$ cat config.mk
export PLATFORM = sky130hd
export DESIGN_NAME = scl_phase_gen
export DESIGN_NICKNAME = d
export VERILOG_FILES = /design/src/rtl/scl_phase_gen.sv
export SDC_FILE = /design/constraint.sdc
export NUM_CORES = 1
export LEC_CHECK = 0
export ABC_AREA = 1
export CAP_MARGIN = 20
export CORE_UTILIZATION = 45
export DETAILED_ROUTE_END_ITERATION = 8
export GPL_ROUTABILITY_DRIVEN = 0
export PLACE_DENSITY = 0.78
export SLEW_MARGIN = 20
export SYNTH_ARGS = -nofsm -noshare
export SYNTH_HDL_FRONTEND = slang
export SYNTH_SLANG_ARGS = --single-unit
$ cat constraint.sdc
create_clock -name clk -period 3.3 [get_ports clk]
set_clock_uncertainty 0.2 [all_clocks]
set_input_delay 0.66 -clock clk [delete_from_list [all_inputs] [get_ports clk]]
set_output_delay 0.66 -clock clk [all_outputs]
set_load 0.02 [all_outputs]
$ cat src/rtl/scl_phase_gen.sv
module scl_phase_gen #(
  parameter int DIV_W    = 12,
  parameter int EDGE_OVH = 8
) (
  input  logic             clk,
  input  logic             rst_n,
  input  logic             enable,
  input  logic             soft_rst,
  input  logic [DIV_W-1:0] divisor,
  input  logic             scl_in,
  output logic             phase_tick,
  output logic [2:0]       phase_idx,
  output logic             scl_release
);
  localparam int CNT_W = DIV_W + $clog2(EDGE_OVH + 1) + 1;
  localparam logic [2:0] LAST_PH = 3'd4;
  localparam logic [2:0] RISE_PH = 3'd2;

  logic [CNT_W-1:0] cnt, limit;
  logic run, hold, adv;

  assign run   = enable & ~soft_rst;
  assign limit = CNT_W'(divisor) + ((phase_idx == RISE_PH) ? CNT_W'(EDGE_OVH) : '0);
  assign hold  = (phase_idx == RISE_PH) & ~scl_in;
  assign adv   = run & ~hold & (cnt >= limit);
  assign scl_release = ~run | (phase_idx >= RISE_PH);

  always_ff @(posedge clk or negedge rst_n) begin
    if (!rst_n) begin
      cnt        <= '0;
      phase_idx  <= '0;
      phase_tick <= 1'b0;
    end else if (!run) begin
      cnt        <= '0;
      phase_idx  <= '0;
      phase_tick <= 1'b0;
    end else begin
      phase_tick <= adv;
      if (adv) begin
        cnt       <= '0;
        phase_idx <= (phase_idx == LAST_PH) ? 3'd0 : phase_idx + 3'd1;
      end else if (!hold) begin
        cnt <= cnt + 1'b1;
      end
    end
  end

  // each tick marks a single step of the phase ring
  a_r4_phase_step: assert property (@(posedge clk) disable iff (!rst_n)
    phase_tick |-> (phase_idx == (($past(phase_idx) == LAST_PH) ? 3'd0 : $past(phase_idx) + 3'd1)));

  // a running phase change always comes with a tick
  a_r4_change_ticks: assert property (@(posedge clk) disable iff (!rst_n)
    (run && $past(run) && phase_idx != $past(phase_idx)) |-> phase_tick);

  // phase index stays in range
  a_r4_range: assert property (@(posedge clk) disable iff (!rst_n)
    phase_idx <= LAST_PH);

  // SCL driven low in the first two phases
  a_r5_low_early: assert property (@(posedge clk) disable iff (!rst_n)
    (run && phase_idx < RISE_PH) |-> !scl_release);

  // a stretched SCL blocks leaving phase 2
  a_r6_stretch_hold: assert property (@(posedge clk) disable iff (!rst_n)
    (run && phase_idx == RISE_PH && !scl_in) |=> (!phase_tick && (phase_idx == RISE_PH || phase_idx == 3'd0)));

  // stopping parks the sequencer and releases SCL
  a_r7_park: assert property (@(posedge clk) disable iff (!rst_n)
    !run |=> (phase_idx == 3'd0 && !phase_tick));

  a_r7_release: assert property (@(posedge clk) disable iff (!rst_n)
    !run |-> scl_release);
endmodule

## Yosys cells after proc, flatten, opt, wreduce, memory -nomap -nowiden

Cells that the tools add are included.

| storage, ports and cells | value |
|---|---|
| register bits | 21 |
| input bits | 17 |

| cells by class | value |
|---|---|
| add/sub/neg operators | 3 |
| order comparisons | 2 |
| equal/unequal tests | 4 |
| muxes and demuxes | 8 |
| bitwise logic cells | 9 |

Operators by type and width:

| kind | count |
|---|---|
| 2-to-1 mux 17 bit | 3 |
| adder 17 x 1 -> 17 bit (second input constant) | 1 |
| >= comparator 17 x 13 -> 1 bit | 1 |
| adder 12 x 4 -> 13 bit | 1 |
| 2-to-1 mux 3 bit | 3 |
| bitwise AND 1 bit | 4 |
| 2-to-1 mux 4 bit | 1 |
| inverter 1 bit | 4 |
| adder 3 x 1 -> 3 bit (second input constant) | 1 |
| equality test 3 x 2 -> 1 bit (second input constant) | 1 |
| equality test 3 bit (second input constant) | 1 |
| >= comparator 3 x 2 -> 1 bit (second input constant) | 1 |
| != test 3 x 2 -> 1 bit (second input constant) | 1 |
| != test 2 x 1 -> 1 bit (second input constant) | 1 |
| 2-to-1 mux 1 bit | 1 |
| bitwise OR 1 bit | 1 |

## Longest topological paths before layout

Gate-level depths: netlist (run 1).

| logic depth | value |
|---|---|
| word-level depth | 7 |
| gate-level depth with buffers | 20 |

## Worst setup path before layout (run 1)

OpenSTA, ideal clock, no wires.

| timing | value |
|---|---|
| path kind | reg-to-reg |
| from | register phase_idx[0] |
| to | register cnt[9] |
| setup time | 0.069 ns |
| arrival time | 2.714 ns |
| data required time | 3.031 ns |
| setup slack | 0.317 ns |
| cell stages (with the launch flop) | 21 |
| path buffers | 1 |
| period minus slack after synthesis | 2.983 ns |
| path through | dfrtp_1 > inv_1 > ha_1 > inv_1 > nor2_4 > ha_1 > ha_1 > nand2_1 > nor2_1 > nand4_1 > xnor2_1 > inv_1 > ha_1 > nand2_1 > nor2_1 > nor4_2 > nand2_2 > nand2_4 > nand2_4 > buf_6 > nor2_2 |

| on the way | value |
|---|---|
| cells in the longest elaborated chain, start to end | 7 |
| elaborated cells on any way between the ends | 11 |

Ends and longest elaborated chain:

| item | RTL line | RTL |
|---|---|---|
| start, declared | 12 | `output logic [2:0] phase_idx,` |
| start signal, assigned | 41 | `phase_idx <= (phase_idx == LAST_PH) ? 3'd0 : phase_idx + 3'd1;` |
| equality test 3 x 2 -> 1 bit * | 23, 24 |  |
| 2-to-1 mux 4 bit or bitwise AND 1 bit (tied branches) | 23, 24 |  |
| adder 12 x 4 -> 13 bit or inverter 1 bit (tied branches) | 23, 25 |  |
| >= comparator 17 x 13 -> 1 bit or bitwise AND 1 bit (tied branches) | 25 | `assign adv = run & ~hold & (cnt >= limit);` |
| bitwise AND 1 bit | 25 |  |
| 2-to-1 mux 17 bit | 39 | `if (adv) begin` |
| 2-to-1 mux 17 bit | 33 | `end else if (!run) begin` |
| end signal, assigned | 43 | `cnt <= cnt + 1'b1;` |
| end, declared | 19 | `logic [CNT_W-1:0] cnt, limit;` |

Every way passes the cells marked *; elsewhere a longest branch is shown, timed or not.
A chain may end at the register's enable or synchronous reset.

## Worst setup path after layout (run 1)

| timing | value |
|---|---|
| from | register phase_idx[0] |
| to | register phase_idx[0] |

| on the way | value |
|---|---|
| cells in the longest elaborated chain, start to end | 6 |
| elaborated cells on any way between the ends | 14 |

Ends and longest elaborated chain:

| item | RTL line |
|---|---|
| equality test 3 x 2 -> 1 bit | 23, 24 |
| 2-to-1 mux 4 bit or bitwise AND 1 bit (tied branches) | 23, 24 |
| adder 12 x 4 -> 13 bit or inverter 1 bit (tied branches) | 23, 25 |
| >= comparator 17 x 13 -> 1 bit or bitwise AND 1 bit (tied branches) | 25 |
| bitwise AND 1 bit | 25 |
| != test 2 x 1 -> 1 bit (no source line) | n/a |

Parallel ways exist; a longest one is shown, timed or not. The select of a mux whose other input is x is not followed.

==> results of run 1 <==
-- layer usage --
layer / vias to the layer above / global-route usage, % / routed length, µm
met5: - / 0 / 0
met4: 0 / 6.69 / 58
met1: 625 / 21.4 / 1570
li1: 721 / - / -
met3: 6 / 2.55 / 118
met2: 28 / 27.4 / 1540
-- final cells by class --
cell class / instances / share of cell area, %
repair buffers: 28 / 12.7
flip-flops and latches: 21 / 25.0
well taps: 46 / 2.74
multi-input cells: 155 / 52.2
inverters: 34 / 6.07
clock buffers: 4 / 1.25
-- power breakdown --
group | total, W | switching [W] | internal, W
clock network | 0.000125 | 0.0000777 | 0.0000471
registers | 0.000260 | 0.00000131 | 0.000258
logic | 0.0000681 | 0.0000359 | 0.0000321
-- state kept, by name, summed over array words and instances, names as in the netlist --
signal	count
cnt	17
phase_idx	3
phase_tick	1
-- path summary, 6_finish.rpt --
check	start	to	slack, ns	cells past startpoint
max in group asynchronous	rst_n	phase_idx[0]$_DFFE_PN0P_	2.18	2
max	phase_idx[0]$_DFFE_PN0P_	phase_idx[0]$_DFFE_PN0P_	0.12	20
min in group asynchronous	rst_n	phase_idx[1]$_DFFE_PN0P_	0.49	2
min	cnt[14]$_DFFE_PN0P_	cnt[14]$_DFFE_PN0P_	0.30	2
min reg2reg	cnt[14]$_DFFE_PN0P_	cnt[14]$_DFFE_PN0P_	0.30	2
max reg2reg	phase_idx[0]$_DFFE_PN0P_	phase_idx[0]$_DFFE_PN0P_	0.12	20
-- cell usage after synthesis (all sizes together) --
cell type,instances,area share [%]
a21oi,3,0.91
xor2,12,6.4
nor3,1,0.30
o21ai,1,0.30
nand2,48,12
nand3b,1,0.45
xnor2,5,2.6
ha,20,15
buf,1,0.68
inv,34,7.7
o21bai,1,0.45
dfrtp,21,32
o21a,1,0.45
nor2,36,11
nor4,1,0.76
nand3,17,5.9
nor3b,1,0.45
nand4,6,2.6
-- tightest hold or removal path, cell delays in order (launching register included) --
cell,delay [ns]
dfrtp_1,0.39
inv_1,0.05
nor2_1,0.03
-- cells by family after synthesis --
logic type	after synthesis	share of synthesized area, %
flops	21	31.8
simple gates	111	33.6
compound gates	6	2.12
xor+xnor	17	9.00
buf+inv	35	8.40
fa+ha+maj	20	15.1
-- what timing repair did --
item                                    4_1_cts  5_1_grt
setup buffers                                 0        2
endpoints found under the setup margin        0       18
resized for setup                             0       24
-- through the flow --
step	area [µm²]	power (W)	instances	TNS [ns]
after floorplan	1650	0.000293	210	0
after global placement	1950	0.000327	281	0
after detailed placement	1950	0.000328	281	-1.00
after CTS	1970	0.000452	285	0
after global routing	2100	0.000478	288	-0.927
final	2100	0.000453	288	0
==> impl_metrics.toml, run 1 <==
[sta]
hold_viol_final = 0
worstMarginPinSlew_ns = 0.273
finalCritPeriodShare_pct = 96.3
hold_ws_ns = 0.301
max_freq_ghz = 0.315
setup-violations-final = 0
fin_crit_ns = 3.18
slew_violations = 0
relSlewSlack_pct = 81.8
worst_slack_ns = 0.121

[finish]
drive_gt1_share_pct = 18.6
multi_input_area_mm2 = 0.00110
n_antenna_cell = 0
seqCellArea_um2 = 527
nets = 280
layout.cells.most_common = "nand2_1"
fillCellCount = 314
final_cell_mix = "45 x nand2_1, 30 x inv_1, 21 x clkdlybuf4s50_1, 20 x nor2_1, 20 x dfrtp_1"
syn2layout_area_growth_pct = 27.2
post-route-util_pct = 61.6

[cts]
cts.clk_slew.worst_paths_ns = 0.11
clk_path_buf_depth = 2
clock_latency_ns = 0.30
h-tree-depth = 1
cts_sinks = 21
cts_buffers = 3
hold_buffers = 0
cts_root_buf = "clkbuf_4"
cts_tree = "yes"

[setup_path]
worstPathArrival_ns = 3.22
cp.required_ns = 3.34
crit_type = "reg2reg"
slowest_stage = "dfrtp_2"
critPathTopFamily = "simple AND/OR/NAND/NOR gates"
cp_max_fo = 5
path_cells = "inv_2 > ha_4 > inv_2 > nor2_4 > ha_2 > ha_4 > nand2_1 > nor2_2 > nand2_1 > xnor2_1 > inv_1 > ha_1 > a21oi_1 > nor2_2 > nor4_4 > nand2_2 > nand2_4 > buf_6 > nand3_1 > nand2_1"
end_kind = "flip-flop"
cp.buffers_inverters = 4
path_common_cell = "nand2_1"
start_kind = "flip-flop"
slowest_delay_ns = 0.46

[placed_design]
dp_hpwl_mm = 2.35
port_buffers = 21
pre_cts_slack_ns = -0.0823

[floorplan]
start_util_pct = 48.4
fp.coreArea_mm2 = 0.00342
pin_count = 22
die-area_mm2 = 0.00392
die_x_um = 62.6
die_h_um = 62.6
num_rows = 21

[grt]
antenna_found_initial = 0
grt.overflow.total = 0
grt_pass1_wl_mm = 5.24
grt.total_usage_pct = 16.6
grt_max_degree = 22
grt_pass1_vias = 1302

[worst_hold_path]
hp-class = "reg2reg"

[synthesis]
syn_avg_cell_area_um2 = 7.88
syn_inst = 210
netlist_area_mm2 = 0.00165
synth_nets = 247
ys_seq_area_share_pct = 31.8
ys_ff_latch = 21
synth.distinct_cells = 26
yosysWarnings = 0

[drt]
wl_per_cell_um = 11.4
vias = 1380
routed_wl_mm = 3.29
ant_nets = 0
dr.pass1.iters = 4
drc = 0
vias_per_cell = 4.79
drt_iter0_drc = 34

[pwr]
vdd_ir_drop_max_mv = 0.149
leakage_nw = 1.00
p_per_area_mw_per_mm2 = 215

[run]
maxCapViolations = 0

[outcome]
outcome = "complete, no violations"
No activity file was read; power rests on OpenSTA's default activity.
==> inputs of run 2 (changes only) <==
--- a/config.mk
+++ b/config.mk
@@ -10,7 +10,8 @@
 export CORE_UTILIZATION = 45
 export DETAILED_ROUTE_END_ITERATION = 8
 export GPL_ROUTABILITY_DRIVEN = 0
-export PLACE_DENSITY = 0.78
+export PLACE_DENSITY = 0.66
+export SETUP_SLACK_MARGIN = 0.2
 export SLEW_MARGIN = 20
 export SYNTH_ARGS = -nofsm -noshare
 export SYNTH_HDL_FRONTEND = slang
==> run 2 against run 1 <==
Against the previous run: clock power rose by 3%; non-clock buffer count rose by 6; critical path depth fell by 3; combinational power rose by 3.2%; die area did not move; critical endpoint is now phase_idx[1]$_DFFE_PN0P_; largest cell class unchanged.
==> impl_metrics.toml, run 2 (synthesis results as in run 1) <==
[pwr]
p_per_area_mw_per_mm2 = 208
power_frac_comb_pct = 15.3
sequentialPowerShare_pct = 56.6
swShare_pct = 26.6
clkPwrFrac_pct = 28.0
vdd_ir_drop_max_mv = 0.205
leakage_nw = 1.05
cellInternalPower_w = 0.000337
net-switching-power_w = 0.000122

[cts]
cts_buffers = 3
hold_buffers = 0
cts_tree = "yes"
cts_sinks = 21
cts_root_buf = "clkbuf_4"
cts.clk_slew.worst_paths_ns = 0.13
h-tree-depth = 1
clk_path_buf_depth = 2
clock_latency_ns = 0.30

[drt]
wl_per_cell_um = 11.2
drc = 0
drt_iter0_drc = 36
dr.pass1.iters = 4
routed_wl_mm = 3.29
ant_nets = 0
vias = 1354
vias_per_cell = 4.62

[sta]
tns_ns = 0
finalCritPeriodShare_pct = 94.5
relSlewSlack_pct = 80.3
worstMarginPinSlew_ns = 0.296
max_freq_ghz = 0.321
hold_viol_final = 0
rsz0062_at_grt = "yes"
fin_crit_ns = 3.12
setup-violations-final = 0
slew_violations = 0

[placed_design]
dp_hpwl_mm = 2.28
port_buffers = 21

[grt]
grt_pass1_wl_mm = 5.51
grt.total_usage_pct = 17.4
antenna_found_initial = 0
grt_max_degree = 22
grt_pass1_vias = 1299
grt.overflow.total = 0

[finish]
reg_top3 = "cnt: 17 flops, phase_idx: 3 flops, phase_tick: 1 flops"
nets = 285
n_antenna_cell = 0
fillCellCount = 312
layout.cells.most_common = "nand2_1"
largest_reg_flops = 17
syn2layout_area_growth_pct = 33.0
seqCellArea_um2 = 527
multi_input_area_mm2 = 0.00115
final_cell_mix = "43 x nand2_1, 31 x inv_1, 21 x clkdlybuf4s50_1, 20 x nor2_1, 20 x dfrtp_1"
drive_gt1_share_pct = 22.7
top_register = "cnt"
post-route-util_pct = 64.4

[setup_path]
crit_end = "phase_idx[1]$_DFFE_PN0P_"
path_common_cell = "nand2_4"
cp_max_fo = 3
start_kind = "input port"
end_kind = "flip-flop"
path_cells = "clkdlybuf4s50_1 > ha_2 > ha_4 > nand2_4 > nor2_4 > nand4_1 > xnor2_1 > inv_1 > ha_4 > nand2_4 > nor2_4 > nor4_4 > nand2_2 > nand2_4 > buf_4 > nand3_1 > nand2_1"
crit_type = "in2reg"
r2r-end = "phase_idx[1]$_DFFE_PN0P_"
slowest_delay_ns = 0.53
worstPathArrival_ns = 3.17
cp.required_ns = 3.35
worstRegToRegCells = 20
slowest_stage = "clkdlybuf4s50_1"
cp-startpoint = "divisor[3]"
r2r_setup_slack_ns = 0.22
worstReg2RegStart = "phase_idx[0]$_DFFE_PN0P_"

[outcome]
outcome = "complete, no violations"

[floorplan]
pin_count = 22
die-area_mm2 = 0.00392
fp.coreArea_mm2 = 0.00342
num_rows = 21
die_h_um = 62.6
die_x_um = 62.6
start_util_pct = 48.4

[worst_hold_path]
hp-class = "reg2reg"

[run]
maxCapViolations = 0
## run 2: power groups by stage
| stage | Combinational [W] | Clock, W | Sequential (W) |
|---|---|---|---|
| finish | 0.0000703 | 0.000129 | 0.000260 |
| global route | 0.0000791 | 0.000142 | 0.000260 |
| CTS | 0.0000632 | 0.000133 | 0.000260 |
| detailed placement | 0.0000626 | 0 | 0.000265 |
| global placement | 0.0000626 | 0 | 0.000265 |
| floorplan | 0.0000283 | 0 | 0.000264 |
## run 2: per-stage QoR
step	instances	area [µm²]	worst slack, ns	total power, W	hold slack, ns
floorplan	210	1650	0.317	0.000293	0.164
global placement	282	1960	0.00496	0.000327	0.276
detailed placement	282	1960	-0.0580	0.000327	0.280
CTS	287	1990	0.203	0.000456	0.308
global route	293	2200	0.0330	0.000481	0.346
finish	293	2200	0.180	0.000459	0.304
## run 2: layout make-up
type / instances / area share (%)
multi-input cells: 154 / 52.1
clock inverters: 1 / 0.228
well taps: 46 / 2.62
repair buffers: 34 / 14.2
inverters: 34 / 5.92
clock buffers: 3 / 1.02
flip-flops and latches: 21 / 23.9
## run 2: worst min path at each step
stage	slack (ns)	depth (start not counted)	startpoint	end
2_1_floorplan	0.16	0	rst_n	cnt[0]$_DFFE_PN0P_
3_3_place_gp	0.28	2	cnt[15]$_DFFE_PN0P_	cnt[15]$_DFFE_PN0P_
3_5_place_dp	0.28	2	cnt[16]$_DFFE_PN0P_	cnt[16]$_DFFE_PN0P_
4_1_cts	0.31	2	cnt[14]$_DFFE_PN0P_	cnt[14]$_DFFE_PN0P_
5_1_grt	0.35	2	cnt[14]$_DFFE_PN0P_	cnt[14]$_DFFE_PN0P_
6_report	0.30	2	cnt[14]$_DFFE_PN0P_	cnt[14]$_DFFE_PN0P_
## run 2: per-layer routing
| layer | wire length [µm] | GRT usage (%) | up-vias | part of all wire, % |
|---|---|---|---|---|
| li1 | - | - | 733 | - |
| met1 | 1620 | 23.8 | 600 | 49 |
| met2 | 1580 | 28.8 | 19 | 48 |
| met5 | 0 | 0 | - | 0 |
| met4 | 20 | 5.23 | 0 | 0.61 |
| met3 | 66 | 1.64 | 2 | 2.0 |
## run 2: timing repair
action | 4_1_cts | 5_1_grt
pin swaps | 0 | 18
buffers inserted | 1 | 6
gates resized for setup | 1 | 34
endpoints found under the setup margin | 16 | 18
## run 2: worst max-delay path: cells and delay by family
family / cells / cell delay (ns)
simple gates: 10 / 0.97
fa+ha+maj: 3 / 0.60
xor+xnor: 1 / 0.17
buf+inv: 3 / 0.74
==> inputs of run 3 (changes only) <==
--- a/config.mk
+++ b/config.mk
@@ -7,10 +7,12 @@
 export LEC_CHECK = 0
 export ABC_AREA = 1
 export CAP_MARGIN = 20
-export CORE_UTILIZATION = 45
+export CELL_PAD_IN_SITES_DETAIL_PLACEMENT = 0
+export CELL_PAD_IN_SITES_GLOBAL_PLACEMENT = 2
+export CORE_UTILIZATION = 32
 export DETAILED_ROUTE_END_ITERATION = 8
 export GPL_ROUTABILITY_DRIVEN = 0
-export PLACE_DENSITY = 0.66
+export PLACE_DENSITY = 0.78
 export SETUP_SLACK_MARGIN = 0.2
 export SLEW_MARGIN = 20
 export SYNTH_ARGS = -nofsm -noshare
==> run 3 against run 2 <==
Against the previous run: sequential cell count unchanged; critical path depth increased by 2; routed wire length increased by 8.9%; non-clock buffer count decreased by 1; cell area increased by 0.80%; clock-buffer cell count unchanged; hold slack got worse by 0.0091 ns; global-route usage decreased by 2.7 points; worst setup slack improved by 0.046 ns; sequential share of layout area decreased by 0.25 points; clock power increased by 36%; critical endpoint is now cnt[11]$_DFFE_PN0P_; largest cell class unchanged.
==> impl_metrics.toml, run 3 (synthesis results as in run 1) <==
[pwr]
sequentialPowerShare_pct = 51.5
clkPwrFrac_pct = 34.9
power_frac_comb_pct = 13.6
net-switching-power_w = 0.000130
leakage_nw = 1.05
p_per_area_mw_per_mm2 = 228
vdd_ir_drop_max_mv = 0.119
swShare_pct = 25.7
cellInternalPower_w = 0.000375

[finish]
postLayoutCellArea_mm2 = 0.00222
final_cell_mix = "41 x nand2_1, 31 x inv_1, 21 x nor2_1, 21 x dfrtp_1, 20 x clkdlybuf4s50_1"
reg_top3 = "cnt: 17 flops, phase_idx: 3 flops, phase_tick: 1 flops"
nets = 284
layout.cells.most_common = "nand2_1"
drive_gt1_share_pct = 21.5
top_register = "cnt"
largest_reg_flops = 17
syn2layout_area_growth_pct = 34.0
n_antenna_cell = 0

[sta]
hold_ws_ns = 0.295
worst_slack_ns = 0.226
setup-violations-final = 0
relSlewSlack_pct = 76.2
rsz0062_at_grt = "yes"
hold_viol_final = 0
fin_crit_ns = 3.07
worstMarginPinSlew_ns = 0.353
slew_violations = 0
finalCritPeriodShare_pct = 93.2
max_freq_ghz = 0.325

[setup_path]
critPathTopFamily = "simple AND/OR/NAND/NOR gates"
cp.buffers_inverters = 3
start_kind = "flip-flop"
path_cells = "inv_2 > ha_4 > inv_4 > nor2_4 > ha_4 > ha_4 > nand2_2 > nor2_2 > nand4_1 > xnor2_1 > inv_1 > ha_1 > nand2_2 > nor2_2 > nor4_2 > nand2_2 > nand2_4 > nand2_8 > nor2_1"
worstPathArrival_ns = 3.08
cp.required_ns = 3.31
crit_type = "reg2reg"
cp_max_fo = 12
slowest_stage = "dfrtp_1"
end_kind = "flip-flop"
slowest_delay_ns = 0.39

[drt]
drt_iter0_drc = 47
wl_per_cell_um = 11.4
vias = 1390
vias_per_cell = 4.44
dr.pass1.iters = 4
drc = 0
ant_nets = 0
routed_wl_mm = 3.58

[cts]
cts_tree = "yes"
clk_path_buf_depth = 2
cts_root_buf = "clkbuf_8"
cts_sinks = 21
cts.clk_slew.worst_paths_ns = 0.08
hold_buffers = 0
h-tree-depth = 1
clock_latency_ns = 0.27
cts_buffers = 3

[grt]
grt.total_usage_pct = 14.7
grt_pass1_vias = 1264
grt_max_degree = 22
grt_pass1_wl_mm = 5.91
antenna_found_initial = 0
grt.overflow.total = 0

[run]
maxCapViolations = 0

[floorplan]
die_x_um = 73.9
num_rows = 25
start_util_pct = 34.1
die-area_mm2 = 0.00546
die_h_um = 73.9
fp.coreArea_mm2 = 0.00485
pin_count = 22

[outcome]
outcome = "complete, no violations"

[worst_hold_path]
hp-class = "reg2reg"

[placed_design]
dp_hpwl_mm = 2.70
placed_area_mm2 = 0.00200
pre_cts_slack_ns = -0.0358
port_buffers = 21
==> run 3: through the flow <==
stage / TNS, ns / total power (W) / std cells / util [%]
after global routing: -0.221 / 0.000532 / 313 / 45.7
final: 0 / 0.000505 / 313 / 45.7
after CTS: 0 / 0.000510 / 310 / 42.5
after detailed placement: -0.235 / 0.000329 / 306 / 41.3
after global placement: -0.0137 / 0.000329 / 306 / 41.3
after floorplan: 0 / 0.000293 / 210 / -
==> run 3: power groups by stage <==
stage | clock [W] | sequential (W) | combinational (W)
after floorplan | 0 | 0.000264 | 0.0000283
after global placement | 0 | 0.000265 | 0.0000644
after detailed placement | 0 | 0.000265 | 0.0000644
after CTS | 0.000185 | 0.000260 | 0.0000656
after global routing | 0.000194 | 0.000260 | 0.0000778
final | 0.000176 | 0.000260 | 0.0000688
==> run 3: per-layer routing <==
| layer | wire length (µm) | vias to the layer above | part of all wire (%) | global-route usage (%) |
|---|---|---|---|---|
| li1 | - | 730 | - | - |
| met1 | 1810 | 631 | 50 | 20.4 |
| met2 | 1590 | 24 | 44 | 22.6 |
| met3 | 125 | 5 | 3.5 | 2.47 |
| met4 | 57 | 0 | 1.6 | 5.77 |
| met5 | 0 | - | 0 | 0 |
==> run 3: path summary, 6_finish.rpt <==
kind	from	to	slack [ns]	cells after the start
max in group asynchronous	rst_n	cnt[6]$_DFFE_PN0P_	2.14	2
setup reg to reg	phase_idx[0]$_DFFE_PN0P_	cnt[11]$_DFFE_PN0P_	0.23	19
hold / removal	cnt[15]$_DFFE_PN0P_	cnt[15]$_DFFE_PN0P_	0.30	2
setup / recovery	phase_idx[0]$_DFFE_PN0P_	cnt[11]$_DFFE_PN0P_	0.23	19
min in group asynchronous	rst_n	cnt[15]$_DFFE_PN0P_	0.53	2
hold reg to reg	cnt[15]$_DFFE_PN0P_	cnt[15]$_DFFE_PN0P_	0.30	2
==> run 3: layout make-up <==
type	instances	area, µm²
fill	499	2630
multi-input combinational	154	1120
sequential	21	526
timing repair buffer	33	307
inverter	34	130
tap	67	83.8
clock buffer	3	41.3
clock inverter	1	5.00
==> run 3: timing repair <==
| action | in CTS | in global routing |
|---|---|---|
| pin swaps | 0 | 16 |
| resized for setup | 1 | 31 |
| buffers inserted | 0 | 3 |
| endpoints found under the setup margin | 9 | 18 |
==> run 3: worst reg2reg max path: stages, from the launching register on <==
cell     delay, ns
dfrtp_1       0.39
inv_2         0.08
ha_4          0.13
inv_4         0.04
nor2_4        0.22
ha_4          0.19
ha_4          0.12
nand2_2       0.04
nor2_2        0.09
nand4_1       0.10
xnor2_1       0.17
inv_1         0.06
ha_1          0.30
nand2_2       0.08
nor2_2        0.04
nor4_2        0.27
nand2_2       0.13
nand2_4       0.13
nand2_8       0.12
nor2_1        0.12
